==> src/rtl/sarb_pkg.sv <==
package sarb_pkg;
  localparam int unsigned N_CLS = 3;
  localparam logic [1:0] CLS_PRD = 2'd0;
  localparam logic [1:0] CLS_PWR = 2'd1;
  localparam logic [1:0] CLS_IC  = 2'd2;
endpackage

==> src/rtl/sarb_wait_ctr.sv <==
module sarb_wait_ctr #(
  parameter int unsigned LIMIT = 16
) (
  input  logic clk,
  input  logic rst_n,
  input  logic req_i,
  input  logic gnt_i,
  output logic starve_o
);
  localparam int unsigned CNT_W = $clog2(LIMIT + 1);
  localparam logic [CNT_W-1:0] CNT_MAX = CNT_W'(LIMIT);

  logic [CNT_W-1:0] cnt_q, cnt_d;
  logic             cnt_en;

  always_comb begin
    if (!req_i || gnt_i)      cnt_d = '0;
    else if (cnt_q != CNT_MAX) cnt_d = cnt_q + 1'b1;
    else                      cnt_d = cnt_q;
    cnt_en = req_i || (cnt_q != '0);
  end

  always_ff @(posedge clk or negedge rst_n) begin
    if (!rst_n)      cnt_q <= '0;
    else if (cnt_en) cnt_q <= cnt_d;
  end

  assign starve_o = req_i && (cnt_q == CNT_MAX);
endmodule

==> src/rtl/sarb_pick.sv <==
module sarb_pick
  import sarb_pkg::*;
(
  input  logic [N_CLS-1:0] req_i,
  input  logic [N_CLS-1:0] starve_i,
  input  logic             demote_i,
  output logic [N_CLS-1:0] gnt_o
);
  logic [N_CLS-1:0] cand;
  logic [1:0]       ord [N_CLS];
  logic             found;

  always_comb begin
    cand   = (|starve_i) ? starve_i : req_i;
    ord[0] = CLS_PRD;
    ord[1] = demote_i ? CLS_IC  : CLS_PWR;
    ord[2] = demote_i ? CLS_PWR : CLS_IC;
    gnt_o  = '0;
    found  = 1'b0;
    for (int i = 0; i < int'(N_CLS); i++) begin
      if (!found && cand[ord[i]]) begin
        gnt_o[ord[i]] = 1'b1;
        found         = 1'b1;
      end
    end
  end
endmodule

==> src/rtl/sarb_route.sv <==
module sarb_route
  import sarb_pkg::*;
#(
  parameter int unsigned ADDR_W = 14,
  parameter int unsigned DATA_W = 128
) (
  input  logic              clk,
  input  logic              rst_n,
  input  logic [N_CLS-1:0]  gnt_i,
  input  logic [ADDR_W-1:0] prd_addr_i,
  input  logic [ADDR_W-1:0] pwr_addr_i,
  input  logic [DATA_W-1:0] pwr_wdata_i,
  input  logic              ic_we_i,
  input  logic [ADDR_W-1:0] ic_addr_i,
  input  logic [DATA_W-1:0] ic_wdata_i,
  output logic              mem_en_o,
  output logic              mem_we_o,
  output logic [ADDR_W-1:0] mem_addr_o,
  output logic [DATA_W-1:0] mem_wdata_o,
  output logic              prd_rvalid_o,
  output logic              ic_rvalid_o
);
  logic [1:0] rsp_q, rsp_d;
  logic       rsp_en;

  always_comb begin
    mem_en_o    = |gnt_i;
    mem_we_o    = 1'b0;
    mem_addr_o  = '0;
    mem_wdata_o = '0;
    if (gnt_i[CLS_PRD]) begin
      mem_addr_o = prd_addr_i;
    end else if (gnt_i[CLS_PWR]) begin
      mem_we_o    = 1'b1;
      mem_addr_o  = pwr_addr_i;
      mem_wdata_o = pwr_wdata_i;
    end else if (gnt_i[CLS_IC]) begin
      mem_we_o    = ic_we_i;
      mem_addr_o  = ic_addr_i;
      mem_wdata_o = ic_wdata_i;
    end
  end

  always_comb begin
    rsp_d  = {gnt_i[CLS_IC] & ~ic_we_i, gnt_i[CLS_PRD]};
    rsp_en = (|rsp_q) | (|rsp_d);
  end

  always_ff @(posedge clk or negedge rst_n) begin
    if (!rst_n)      rsp_q <= '0;
    else if (rsp_en) rsp_q <= rsp_d;
  end

  assign prd_rvalid_o = rsp_q[0];
  assign ic_rvalid_o  = rsp_q[1];
endmodule

==> src/rtl/sram_port_arb.sv <==
module sram_port_arb
  import sarb_pkg::*;
#(
  parameter int unsigned ADDR_W       = 14,
  parameter int unsigned DATA_W       = 128,
  parameter int unsigned STARVE_LIMIT = 16
) (
  input  logic              clk,
  input  logic              rst_n,
  input  logic              cfg_wr_demote,
  input  logic              prd_valid,
  output logic              prd_ready,
  input  logic [ADDR_W-1:0] prd_addr,
  output logic              prd_rvalid,
  output logic [DATA_W-1:0] prd_rdata,
  input  logic              pwr_valid,
  output logic              pwr_ready,
  input  logic [ADDR_W-1:0] pwr_addr,
  input  logic [DATA_W-1:0] pwr_wdata,
  input  logic              ic_valid,
  output logic              ic_ready,
  input  logic              ic_we,
  input  logic [ADDR_W-1:0] ic_addr,
  input  logic [DATA_W-1:0] ic_wdata,
  output logic              ic_rvalid,
  output logic [DATA_W-1:0] ic_rdata,
  output logic              mem_en,
  output logic              mem_we,
  output logic [ADDR_W-1:0] mem_addr,
  output logic [DATA_W-1:0] mem_wdata,
  input  logic [DATA_W-1:0] mem_rdata
);
  logic [N_CLS-1:0] req, gnt, starve;
  logic             demote_q, demote_en;

  assign req = {ic_valid, pwr_valid, prd_valid};

  // configuration bit: captured so a change steers the following cycle
  assign demote_en = cfg_wr_demote ^ demote_q;

  always_ff @(posedge clk or negedge rst_n) begin
    if (!rst_n)         demote_q <= 1'b0;
    else if (demote_en) demote_q <= cfg_wr_demote;
  end

  for (genvar c = 0; c < int'(N_CLS); c++) begin : g_wait
    sarb_wait_ctr #(.LIMIT(STARVE_LIMIT)) u_ctr (
      .clk      (clk),
      .rst_n    (rst_n),
      .req_i    (req[c]),
      .gnt_i    (gnt[c]),
      .starve_o (starve[c])
    );
  end

  sarb_pick u_pick (
    .req_i    (req),
    .starve_i (starve),
    .demote_i (demote_q),
    .gnt_o    (gnt)
  );

  sarb_route #(.ADDR_W(ADDR_W), .DATA_W(DATA_W)) u_route (
    .clk          (clk),
    .rst_n        (rst_n),
    .gnt_i        (gnt),
    .prd_addr_i   (prd_addr),
    .pwr_addr_i   (pwr_addr),
    .pwr_wdata_i  (pwr_wdata),
    .ic_we_i      (ic_we),
    .ic_addr_i    (ic_addr),
    .ic_wdata_i   (ic_wdata),
    .mem_en_o     (mem_en),
    .mem_we_o     (mem_we),
    .mem_addr_o   (mem_addr),
    .mem_wdata_o  (mem_wdata),
    .prd_rvalid_o (prd_rvalid),
    .ic_rvalid_o  (ic_rvalid)
  );

  assign prd_ready = gnt[CLS_PRD];
  assign pwr_ready = gnt[CLS_PWR];
  assign ic_ready  = gnt[CLS_IC];
  assign prd_rdata = mem_rdata;
  assign ic_rdata  = mem_rdata;
endmodule

==> config.mk <==
export PLATFORM = sky130hd
export DESIGN_NAME = sram_port_arb
export DESIGN_NICKNAME = d
export VERILOG_FILES = /design/src/rtl/sarb_pkg.sv /design/src/rtl/sarb_wait_ctr.sv /design/src/rtl/sarb_pick.sv /design/src/rtl/sarb_route.sv /design/src/rtl/sram_port_arb.sv
export SDC_FILE = /design/constraint.sdc
export NUM_CORES = 1
export LEC_CHECK = 0
export ABC_AREA = 1
export BUFFER_PORTS_ARGS = -buffer_cell sky130_fd_sc_hd__buf_2
export CAP_MARGIN = 25
export CORE_AREA = 2 2 326 328
export DETAILED_ROUTE_END_ITERATION = 6
export DIE_AREA = 0 0 328 330
export PLACE_DENSITY = 0.3
export SLEW_MARGIN = 20
export SYNTH_ARGS = -nofsm -noshare
export SYNTH_HDL_FRONTEND = slang
export SYNTH_SLANG_ARGS = --single-unit
==> constraint.sdc <==
create_clock -name clk -period 3.5 [get_ports clk]
set_input_delay 0.875 -clock clk [delete_from_list [all_inputs] [get_ports clk]]
set_output_delay 0.875 -clock clk [all_outputs]
set_load 0.03 [all_outputs]
* Word level (Yosys, flattened, before mapping) *
Cells that the tools add are included.
W data, S select, Z words.

cells by class
  $add $sub $neg = 3
  order comparisons = 4
  equal/unequal tests = 6
  muxes and demuxes = 30
  bitwise logic cells = 6
  reduce and logical (&&, ||, !) cells = 31

operators by type and width
  kind                   count
  $mux W128              3
  $mux W14               3
  $mux W5                6
  $add A5 B1 Y5 const B  3
  $eq A5 B5 Y1 const B   3
  $ne A5 B5 Y1 const B   3
  $reduce_bool A5 Y1     3
  $mux W1                9
  $mux W3                3
  $logic_and A1 B1 Y1    7
  $logic_or A1 B1 Y1     6
  $lt A2 B3 Y1 const B   2
  $reduce_and A2 Y1      3
  $reduce_bool A2 Y1     3
  $reduce_or A3 Y1       2
  $logic_not A1 Y1       5
  $bmux W1 S2            2
  $demux W1 S2           2
  $ge A2 B1 Y1 const B   2
  $mux W2                2
  $reduce_or A2 Y1       2
  $or A1 B3 Y3           1
  $or A3 B3 Y3           1
  $and A1 B1 Y1          1
  3 further kinds        3

storage, ports and cells
  register bits = 18
  output and inout port bits = 405
  word-level logic and storage cells = 85

* Longest topological paths before layout *
Gate-level depths: netlist of the first run.

  depth in word-level cells = 14
  gate-level depth with buffers = 12

* By module *
A second synthesis of the first run with hierarchy kept.

unflattened totals
  cells, all modules = 969
  area, all modules = 5540.3 µm²

by module, submodules not included
  module         instances  cells an instance  area each (µm²)  seq. area each (µm²)
  sarb_route     1          556                2566.2           50.0
  sram_port_arb  1          258                1950.6           25.0
  sarb_wait_ctr  3          46                 312.8            125.1
  sarb_pick      1          17                 85.1             0.0

* Least setup slack after synthesis of the first run *
No wires, ideal clock.

  path type = input port to output port
  start = input ic_valid
  end = output mem_addr[10]
  arrival = 2260 ps
  data required time = 2625 ps
  setup slack = 365 ps
  stages on the path = 8
  cells stage by stage = nand2_1 > inv_1 > nand3_1 > a31oi_4 > inv_1 > clkbuf_1 > nand2_1 > nand3_1

RTL lines
  element                                                                   RTL line             RTL
  from (decl)                                                               sram_port_arb.sv:20  input logic ic_valid,
  $logic_and A1 B1 Y1                                                       sarb_wait_ctr.sv:28  assign starve_o = req_i && (cnt_q == CNT_MAX);
  $reduce_or A3 Y1                                                          sarb_pick.sv:14      cand = (|starve_i) ? starve_i : req_i;
  $mux W3 (*)                                                               sarb_pick.sv:14
  $bmux W1 S2 / $mux W1 (equally long branches)                             sarb_pick.sv:21      if (!found && cand[ord[i]]) begin
  $mux W1 (not written as such) / $logic_not A1 Y1 (equally long branches)  sarb_pick.sv:21
  $logic_and A1 B1 Y1                                                       sarb_pick.sv:21
  $mux W1                                                                   sarb_pick.sv:21
  $logic_not A1 Y1                                                          sarb_pick.sv:21
  $logic_and A1 B1 Y1                                                       sarb_pick.sv:21
  $mux W3 (*)                                                               sarb_pick.sv:21
  named net prd_ready                                                       sram_port_arb.sv:12  output logic prd_ready,
  $mux W14 (*)                                                              sarb_route.sv:31     if (gnt_i[CLS_PRD]) begin
  to (decl)                                                                 sram_port_arb.sv:29  output logic [ADDR_W-1:0] mem_addr,

The timed path passes the listed nets; every way through them passes the cells marked *. The select of a mux whose other input is x is not followed.

* Worst setup path in the final report of the first run *
  start = input ic_valid
  end = output mem_addr[2]

on the way
  cells in the longest elaborated chain, start to end = 13

ends and longest elaborated chain
  element                                                                   RTL line             RTL
  $logic_and A1 B1 Y1                                                       sarb_wait_ctr.sv:28
  $reduce_or A3 Y1                                                          sarb_pick.sv:14
  $mux W3 (*)                                                               sarb_pick.sv:14
  $bmux W1 S2 / $mux W1 (equally long branches)                             sarb_pick.sv:21
  $mux W1 (not written as such) / $logic_not A1 Y1 (equally long branches)  sarb_pick.sv:21
  $logic_and A1 B1 Y1                                                       sarb_pick.sv:21
  $mux W1                                                                   sarb_pick.sv:21
  $logic_not A1 Y1                                                          sarb_pick.sv:21
  $logic_and A1 B1 Y1                                                       sarb_pick.sv:21
  $mux W3 (*)                                                               sarb_pick.sv:21
  $mux W14                                                                  sarb_route.sv:37     end else if (gnt_i[CLS_IC]) begin
  $mux W14                                                                  sarb_route.sv:33     end else if (gnt_i[CLS_PWR]) begin
  $mux W14 (*)                                                              sarb_route.sv:31

Every way passes the cells marked *; elsewhere a longest branch is shown, timed or not. The select of a mux whose other input is x is not followed.

==> results of run 1 <==
==> layout make-up <==
class | count | area [sq um] | area share
multi-input combinational | 526 | 2210 | 0.299
inverter | 20 | 100 | 0.0135
timing repair buffer | 490 | 2780 | 0.376
tap | 1391 | 1740 | 0.235
sequential | 18 | 450 | 0.0609
clock buffer | 4 | 88.8 | 0.0120
antenna | 11 | 27.5 | 0.00372
==> critical path, delay by kind of cell <==
kind	cells	cell delay, ps
buffers and inverters	7	920
and+or+nand+nor	7	690
==> where the power goes <==
| part | switching (uW) | total [uW] | internal, uW |
|---|---|---|---|
| clock | 86.6 | 261 | 174 |
| sequential | 30.9 | 265 | 234 |
| combinational | 622 | 977 | 355 |
==> cells in the final DEF, fill, tap and decap left out <==
master | Yosys | layout
nand3_2 | 0 | 3
clkinv_8 | 0 | 2
xnor2_1 | 2 | 2
xor2_1 | 6 | 6
o21bai_2 | 1 | 1
inv_1 | 17 | 17
dfrtp_1 | 18 | 18
diode_2 | 0 | 11
nand3_4 | 3 | 3
or2_2 | 1 | 1
buf_6 | 9 | 2
nand2_1 | 457 | 454
buf_16 | 0 | 4
nor2_1 | 13 | 13
o21ai_0 | 3 | 3
clkbuf_8 | 0 | 1
nor4_1 | 1 | 1
nand2_2 | 0 | 3
buf_2 | 15 | 446
nand4_1 | 3 | 3
nand3_1 | 27 | 24
ha_1 | 6 | 6
inv_2 | 3 | 1
clkbuf_16 | 0 | 6
a31oi_4 | 1 | 1
clkbuf_4 | 0 | 3
buf_4 | 262 | 26
nor3_1 | 2 | 2
buf_12 | 0 | 6
==> sequential cells by signal, indices dropped and copies added, names as in the netlist <==
| register | count |
|---|---|
| u_route.rsp_q | 2 |
| demote_q | 1 |
| g_wait.u_ctr.cnt_q | 15 |
==> metal layers <==
metal / GRT usage / wire [um] / vias to the layer above
met5: 0.00565 / 100 / -
met4: 0.0179 / 1620 / 4
met2: 0.129 / 21200 / 670
met3: 0.0410 / 6480 / 140
li1: - / - / 2733
met1: 0.0967 / 18800 / 2517
==> cells by family (layout without fill, tap and decap cells) <==
family | after synthesis | count (layout) | share of synthesized area
AND/OR/NAND/NOR | 507 | 507 | 0.410
buffers and inverters | 308 | 514 | 0.458
flip-flops | 18 | 18 | 0.0926
XOR/XNOR | 8 | 8 | 0.0144
adder cells (fa/ha/maj) | 6 | 6 | 0.0154
AO/OA/AOI/OAI | 5 | 5 | 0.00978
other | 0 | 11 | 0
==> timing repair <==
action,in CTS,in global routing
gates cloned,0,3
resized for setup,4,17
setup endpoints to repair,16,127
setup buffers,0,2
hold buffers,0,0
==> metrics by stage <==
stage	cell area, sq um	TNS [ps]	std cells
after floorplan	4860	0	852
after global placement	7090	-542	2440
after detailed placement	7090	-375	2440
after CTS	7190	-372	2444
after global routing	7370	-4.37	2452
final	7390	0	2460
==> path summary, 6_finish.rpt <==
| path | cells after the start | to | startpoint |
|---|---|---|---|
| min in group asynchronous | 1 | g_wait[1].u_ctr.cnt_q[4]$_DFFE_PN0P_ | rst_n |
| max in group asynchronous | 1 | g_wait[2].u_ctr.cnt_q[3]$_DFFE_PN0P_ | rst_n |
| max | 14 | mem_addr[2] | ic_valid |
| min reg2reg | 2 | g_wait[1].u_ctr.cnt_q[1]$_DFFE_PN0P_ | g_wait[1].u_ctr.cnt_q[1]$_DFFE_PN0P_ |
| min | 2 | g_wait[1].u_ctr.cnt_q[1]$_DFFE_PN0P_ | g_wait[1].u_ctr.cnt_q[1]$_DFFE_PN0P_ |
| max reg2reg | 10 | g_wait[2].u_ctr.cnt_q[2]$_DFFE_PN0P_ | g_wait[2].u_ctr.cnt_q[0]$_DFFE_PN0P_ |
==> run metrics, run 1 <==
status complete, no violations; top cells by area, synth buf_4, nand2_1, dfrtp_1, nand3_1, buf_6; Total Power 1500 uW; most frequent cell after synthesis nand2_1; Cell Area, Synth 4860 sq um; Slew HR 0.684; Critical Path RT 2620 ps; WP data arrival 2510 ps; CP Capture Type output pin; post-synth top area cell buf_4; nets@finish 1498; min Tclk post-route 3390 ps; Yosys reg bits 18; first-pass GRT wire length 58100 um; total grt overflow 0; CTS clk-pin slew, worst paths 50 ps; clock root buffer master clkbuf_16; Vias 6064; part of the cycle the worst path needs 0.968; Final Max Slew Viols 0; Post-Route WL 48200 um; post-DR vias/cell 2.47; Die X 328 um; # Max-Cap Violations 0; Place WS -58.8 ps; Synth Area per Inst 5.71 sq um; cell chain of the critical path buf_2, nand2_1, inv_1, nand3_2, nand3_1, nand2_1, buf_4, nand3_4, clkinv_8, buf_16, buf_4, nand2_1, nand3_1, buf_4; Num CTS Buffers 3; Clock Path Buffers 2; fraction of layout cells with a size suffix above 1 0.481; Clock Latency Late Sink 250 ps; largest fanout on the critical path 15; first drt pass iteration count 4; synth warn 0; reg-to-reg slack, setup 1630 ps; most common flop cell mapped by yosys dfrtp_1; Post-synth EDFFs 0; worst hold path class reg -> reg; Commonest cells post-synth nand2_1, buf_4, nand3_1; PwrDens 203 nW/um^2; num ports 838; antenna violations before repair 59; critical path's largest stage delay 180 ps; routability cong. 0.774; Final Core Density 0.0706; antenna viol nets, final 0; RSZ-0062 raised after global routing true; crit path kind in -> out; cells after synthesis 852; asr flop ratio synth 1.00; largest net degree at the start of global routing 60; vias in the first global route 5950; CP max stage cell buf_4; Avg WL per Cell 19.6 um; hold_ws 532 ps; Hold Vio Cnt, Final 0; Die H 330 um; maximum vdd drop 0.000118 V; Port Buffer Count 453; Iteration-0 DRC Markers 168; leakage 0.00401 uW; fmax 0.295 GHz; Post-Syn Nets 1291; Die ar. 108000 sq um; starting density of the core 0.0465; dpl hpwl 43200 um; Setup violations, final 0; worst slew pin tran 473 ps; Fill cells 12.6k; area grow syn2layout 52.1%; Overall Global Routing Usage 0.0811; row cnt 119; Netlist cell types 21; H-tree levels 1; startpoint type of the worst setup path input pin; CTS tree yes; Yosys top cell area share 0.405; Final Skew 3.19 ps; # DRC 0; fin worst setup slack 111 ps; clock sinks 18; core area 105000 sq um; Seq/Total Area, Yosys 0.0926
(Power assumes the default switching activity.)
==> run 2: changes to the inputs <==
Settings changed: ABC_AREA 1 to 0, CORE_AREA 2 2 326 328 to 2 2 324 326, DIE_AREA 0 0 328 330 to 0 0 326 328.
==> run 2 against run 1 <==
Compared with the run above: design area is 4.7% higher; sequential share of layout area fell by 0.27 points; synthesized cell count shrank 34%; die area fell by 1.2%; routed wire length rose by 3.4%; fmax decreased by 1.7%; core utilization rose by 0.44 points.
==> run metrics, run 2 <==
Commonest cells post-synth buf_4, a22o_1, buf_2; dpl hpwl 43100 um; asr flop ratio synth 1.00; WL met3 7950 um; antenna violations before repair 84; routability cong. 0.809; nets@finish 1238; most common flop cell mapped by yosys dfrtp_1; largest fanout on the critical path 9; Die X 326 um; num ports 838; core area 103000 sq um; maximum vdd drop 0.000117 V; cells after synthesis 565; Die ar. 107000 sq um; crit path from pwr_valid; post-synthesis mux area share 0.00672; Vias 5504; PwrDens 220 nW/um^2; clock sinks 18; Post-Syn Nets 1004; CTS hold repair buffers 0; Setup violations, final 0; part of the cycle the worst path needs 0.985; highest routed layer met5; commonest non-fill, non-tap cell in the layout buf_2; Total Power 1700 uW; clock root buffer master clkbuf_16; Yosys reg bits 18; status complete, no violations; fmax 0.290 GHz; WP data arrival 2570 ps; Critical Path RT 2620 ps; Final Max Slew Viols 0; # Max-Cap Violations 0; Post-Synth XOR/XNOR Area 0.0132; biggest regs g_wait.u_ctr.cnt_q x15, u_route.rsp_q x2, demote_q x1; top cells by area, synth buf_4, a22o_1, dfrtp_1, a221o_1, buf_2; largest net degree at the start of global routing 41; Yosys top cell area share 0.416; first drt pass iteration count 4; FF-to-FF Start g_wait[2].u_ctr.cnt_q[0]$_DFFE_PN0P_; Die H 328 um; Metal-1 WL 19500 um; row cnt 118; synth warn 0; CTS tree yes; met2 WL post-DR 20000 um; Clock Latency Late Sink 260 ps; Overall Global Routing Usage 0.0834; # DRC 0; antenna viol nets, final 0; startpoint type of the worst setup path input pin; hold_ws 574 ps; Avg WL per Cell 22.7 um; fraction of layout cells with a size suffix above 1 0.684; Largest register FFs 15; Cell Area, Synth 4650 sq um; RSZ-0062 raised after global routing true; Synth Area per Inst 8.24 sq um; largest family of logic cells by synthesized area buffers and inverters; leakage 0.00350 uW; Netlist cell types 48; Final TNS setup 0 ps; worst hold path class in -> async; Post-Route WL 49800 um; post-synth top area cell buf_4; first-pass GRT wire length 57800 um; Synth Area in Adders 0.0161; Reg with most FFs g_wait.u_ctr.cnt_q; crit path kind in -> out; starting density of the core 0.0451; Synth Area in Simple Gates 0.0659; worst slew pin tran 545 ps; area grow syn2layout 66.3%; commonest cells after routing, fill and taps aside buf_2, a22o_1, buf_4, dfrtp_1, buf_12; Fill cells 12.2k; Post-synth EDFFs 0; Iteration-0 DRC Markers 248; Num CTS Buffers 3; most frequent cell after synthesis buf_4; Final Skew 1.80 ps; Port Buffer Count 453; CTS clk-pin slew, worst paths 60 ps; H-tree levels 1; compound-gate portion of the synthesized area 0.330; Hold Vio Cnt, Final 0; post-DR vias/cell 2.51; CP Capture Type output pin; total grt overflow 0; min Tclk post-route 3450 ps; Slew HR 0.633; Seq/Total Area, Yosys 0.0968; Clock Path Buffers 2; vias in the first global route 5283
-- run 2: where the power goes --
part           internal, uW  total (uW)  switching, uW
Clock                   175         266           91.8
Combinational           536        1200            665
Sequential              224         236           12.1
-- run 2: routing by layer --
layer  global-route usage  vias to the layer above
li1                     -                     2284
met1                0.102                     2410
met2                0.122                      548
met3               0.0495                      230
met4               0.0221                       32
met5                    0                        -
-- run 2: worst paths after layout --
check,endpoint,slack (ps),cells past startpoint
worst max-delay path,mem_addr[2],50,9
worst min-delay path,demote_q$_DFFE_PN0P_,570,1
worst max register to register,g_wait[1].u_ctr.cnt_q[1]$_DFFE_PN0P_,1430,7
worst min register to register,g_wait[0].u_ctr.cnt_q[4]$_DFFE_PN0P_,570,2
max in group asynchronous,g_wait[0].u_ctr.cnt_q[3]$_DFFE_PN0P_,2600,1
min in group clk,g_wait[0].u_ctr.cnt_q[4]$_DFFE_PN0P_,570,2
-- run 2: kinds of logic after synthesis --
kind of cell             count (synthesis)
AO/OA/AOI/OAI                          178
AND/OR/NAND/NOR                         48
XOR/XNOR                                 7
multiplexers                             3
adder cells (fa/ha/maj)                  6
buffers and inverters                  305
flip-flops                              18
-- run 2: layout make-up --
| class | count | area [sq um] | area share |
|---|---|---|---|
| flip-flops and latches | 18 | 450 | 0.0582 |
| multi-input cells | 242 | 2090 | 0.270 |
| well taps | 1380 | 1730 | 0.223 |
| diodes | 15 | 37.5 | 0.00485 |
| inverters | 10 | 37.5 | 0.00485 |
| repair buffers | 524 | 3310 | 0.427 |
| clock buffers | 4 | 88.8 | 0.0115 |
-- run 2: critical path: stages --
cell and delay (ps):
buf_2 130, buf_4 180, nand2_1 110, o221ai_4 240, buf_4 160, buf_4 170, a21boi_0 140, a221o_1 350
buf_2 210
-- run 2: what timing repair did --
action	CTS	global route
buffers inserted	13	13
resized for setup	44	40
pin swaps	4	9
cloned	2	5
endpoints found under the setup margin	98	140
endpoints found under the hold margin	0	0
-- run 2: per-stage QoR --
stage,instances,setup WS (ps),cell area (sq um),util
6_report,2193,52.5,7740,0.0750
5_1_grt,2180,-13.6,7710,0.0747
4_1_cts,2162,-3.14,7380,0.0715
3_5_place_dp,2143,-171,6970,0.0676
3_3_place_gp,2143,-226,6970,0.0676
2_1_floorplan,565,264,4650,-
==> run 3: changes to the inputs <==
Settings changed: RECOVER_POWER set to 25.
==> run 3 against run 2 <==
Compared with the run above: critical path depth did not move; routed wire length barely moved; via count rose by 1.1%; critical endpoint is now mem_addr[13]; sequential cell count did not move; largest cell class unchanged; worst hold slack barely moved; non-clock buffer count did not move; die area did not move; design area fell by 0.18%; register-to-register slack barely moved.
==> run metrics, run 3 (synthesized netlist as in run 2, its figures left out) <==
fmax 0.289 GHz; met2 usage 0.122; reg-to-reg slack, setup 1420 ps; Clock Latency Late Sink 260 ps; # Max-Cap Violations 0; Slew HR 0.224; Overall Global Routing Usage 0.0834; Avg WL per Cell 22.8 um; Critical Path RT 2620 ps; Worst Reg-to-Reg Cells 8; Total Power 1700 uW; Final Core Density 0.0749; RSZ-0062 raised after global routing true; maximum vdd drop 0.000117 V; post-DR vias/cell 2.54; worst r2r dst g_wait[2].u_ctr.cnt_q[2]$_DFFE_PN0P_; Die X 326 um; Final Skew 2.09 ps; fin worst setup slack 45.1 ps; routability cong. 0.809; worst slew pin tran 1160 ps; first-pass GRT wire length 57800 um; clock root buffer master clkbuf_16; Setup violations, final 0; vias in the first global route 5283; CTS tree yes; Hold Vio Cnt, Final 0; grt met3 use 0.0495; Largest register FFs 15; largest net degree at the start of global routing 41; row cnt 118; commonest cells after routing, fill and taps aside buf_2, a22o_1, buf_4, dfrtp_1, buf_12; Die ar. 107000 sq um; core area 103000 sq um; nets@finish 1238; CP Capture Type output pin; Die H 328 um; commonest non-fill, non-tap cell in the layout buf_2; crit path kind in -> out; clock sinks 18; status complete, no violations; leakage 0.00349 uW; M1 GR Usage 0.102; antenna viol nets, final 0; largest fanout on the critical path 9; Final Max Slew Viols 0; Reg with most FFs g_wait.u_ctr.cnt_q; fraction of layout cells with a size suffix above 1 0.680; # DRC 0; worst hold path cell count 2; CTS clk-pin slew, worst paths 60 ps; CTS hold repair buffers 0; Post-Route WL 49900 um; antenna violations before repair 84; starting density of the core 0.0451; worst hold path class reg -> reg; hold_ws 574 ps; Clock Path Buffers 2; min Tclk post-route 3450 ps; num ports 838; hold path endpoint g_wait[0].u_ctr.cnt_q[4]$_DFFE_PN0P_; H-tree levels 1; total grt overflow 0; dpl hpwl 43100 um; part of the cycle the worst path needs 0.987; Hold Path Origin g_wait[0].u_ctr.cnt_q[4]$_DFFE_PN0P_; biggest regs g_wait.u_ctr.cnt_q x15, u_route.rsp_q x2, demote_q x1; Num CTS Buffers 3; first drt pass iteration count 5; Vias 5564; GRT Max-Usage Layer met2; FF-to-FF Start g_wait[1].u_ctr.cnt_q[1]$_DFFE_PN0P_; WP data arrival 2580 ps; Port Buffer Count 453; Place WS -171 ps; area grow syn2layout 66.0%; startpoint type of the worst setup path input pin; Iteration-0 DRC Markers 260; PwrDens 221 nW/um^2
-- run 3: timing repair --
action / 4_1_cts / 5_1_grt
gates cloned: 2 / 5
buffers inserted: 13 / 13
resized for setup: 44 / 40
pin swaps: 4 / 9
endpoints found under the setup margin: 98 / 140
endpoints found under the hold margin: 0 / 0
-- run 3: per-stage QoR --
step                std cells  TNS (ps)  cell area (sq um)
global route             2180     -98.7               7700
global placement         2143      -360               6970
finish                   2189         0               7730
detailed placement       2143      -171               6970
floorplan                 565         0               4650
CTS                      2162     -3.14               7380
-- run 3: report_power, final --
| group | switching (uW) | internal (uW) | total, uW |
|---|---|---|---|
| clock | 91.8 | 175 | 266 |
| combinational | 666 | 536 | 1200 |
| sequential | 12.1 | 224 | 236 |
-- run 3: how the worst max path moves through the flow --
stage / startpoint / endpoint / slack [ps] / cells after the start
finish: pwr_valid / mem_addr[13] / 50 / 9
global route: pwr_valid / mem_wdata[48] / -10 / 8
CTS: g_wait[2].u_ctr.cnt_q[1]$_DFFE_PN0P_ / mem_wdata[45] / -3 / 10
detailed placement: pwr_valid / mem_addr[8] / -170 / 8
global placement: pwr_valid / mem_addr[8] / -230 / 8
floorplan: pwr_valid / mem_wdata[71] / 260 / 7
-- run 3: metal layers --
| layer | vias to the layer above | wire length [um] |
|---|---|---|
| met5 | - | 207 |
| met4 | 32 | 2080 |
| met3 | 232 | 7610 |
| met2 | 560 | 20100 |
| met1 | 2460 | 19900 |
| li1 | 2280 | - |
-- run 3: final cells by class --
cell class                      count  area [sq um]
Antenna cell                       11          27.5
Clock buffer                        4          88.8
Fill cell                       12200         95500
Inverter                           10          37.5
Multi-Input combinational cell    242          2090
Sequential cell                    18           450
Tap cell                         1380          1730
Timing Repair Buffer              524          3300
-- run 3: critical path, cell delays in order --
cell	delay, ps
buf_2	130
buf_4	180
nand2_1	110
o221ai_4	240
buf_4	160
buf_4	170
a21boi_0	150
a221o_1	350
buf_2	200
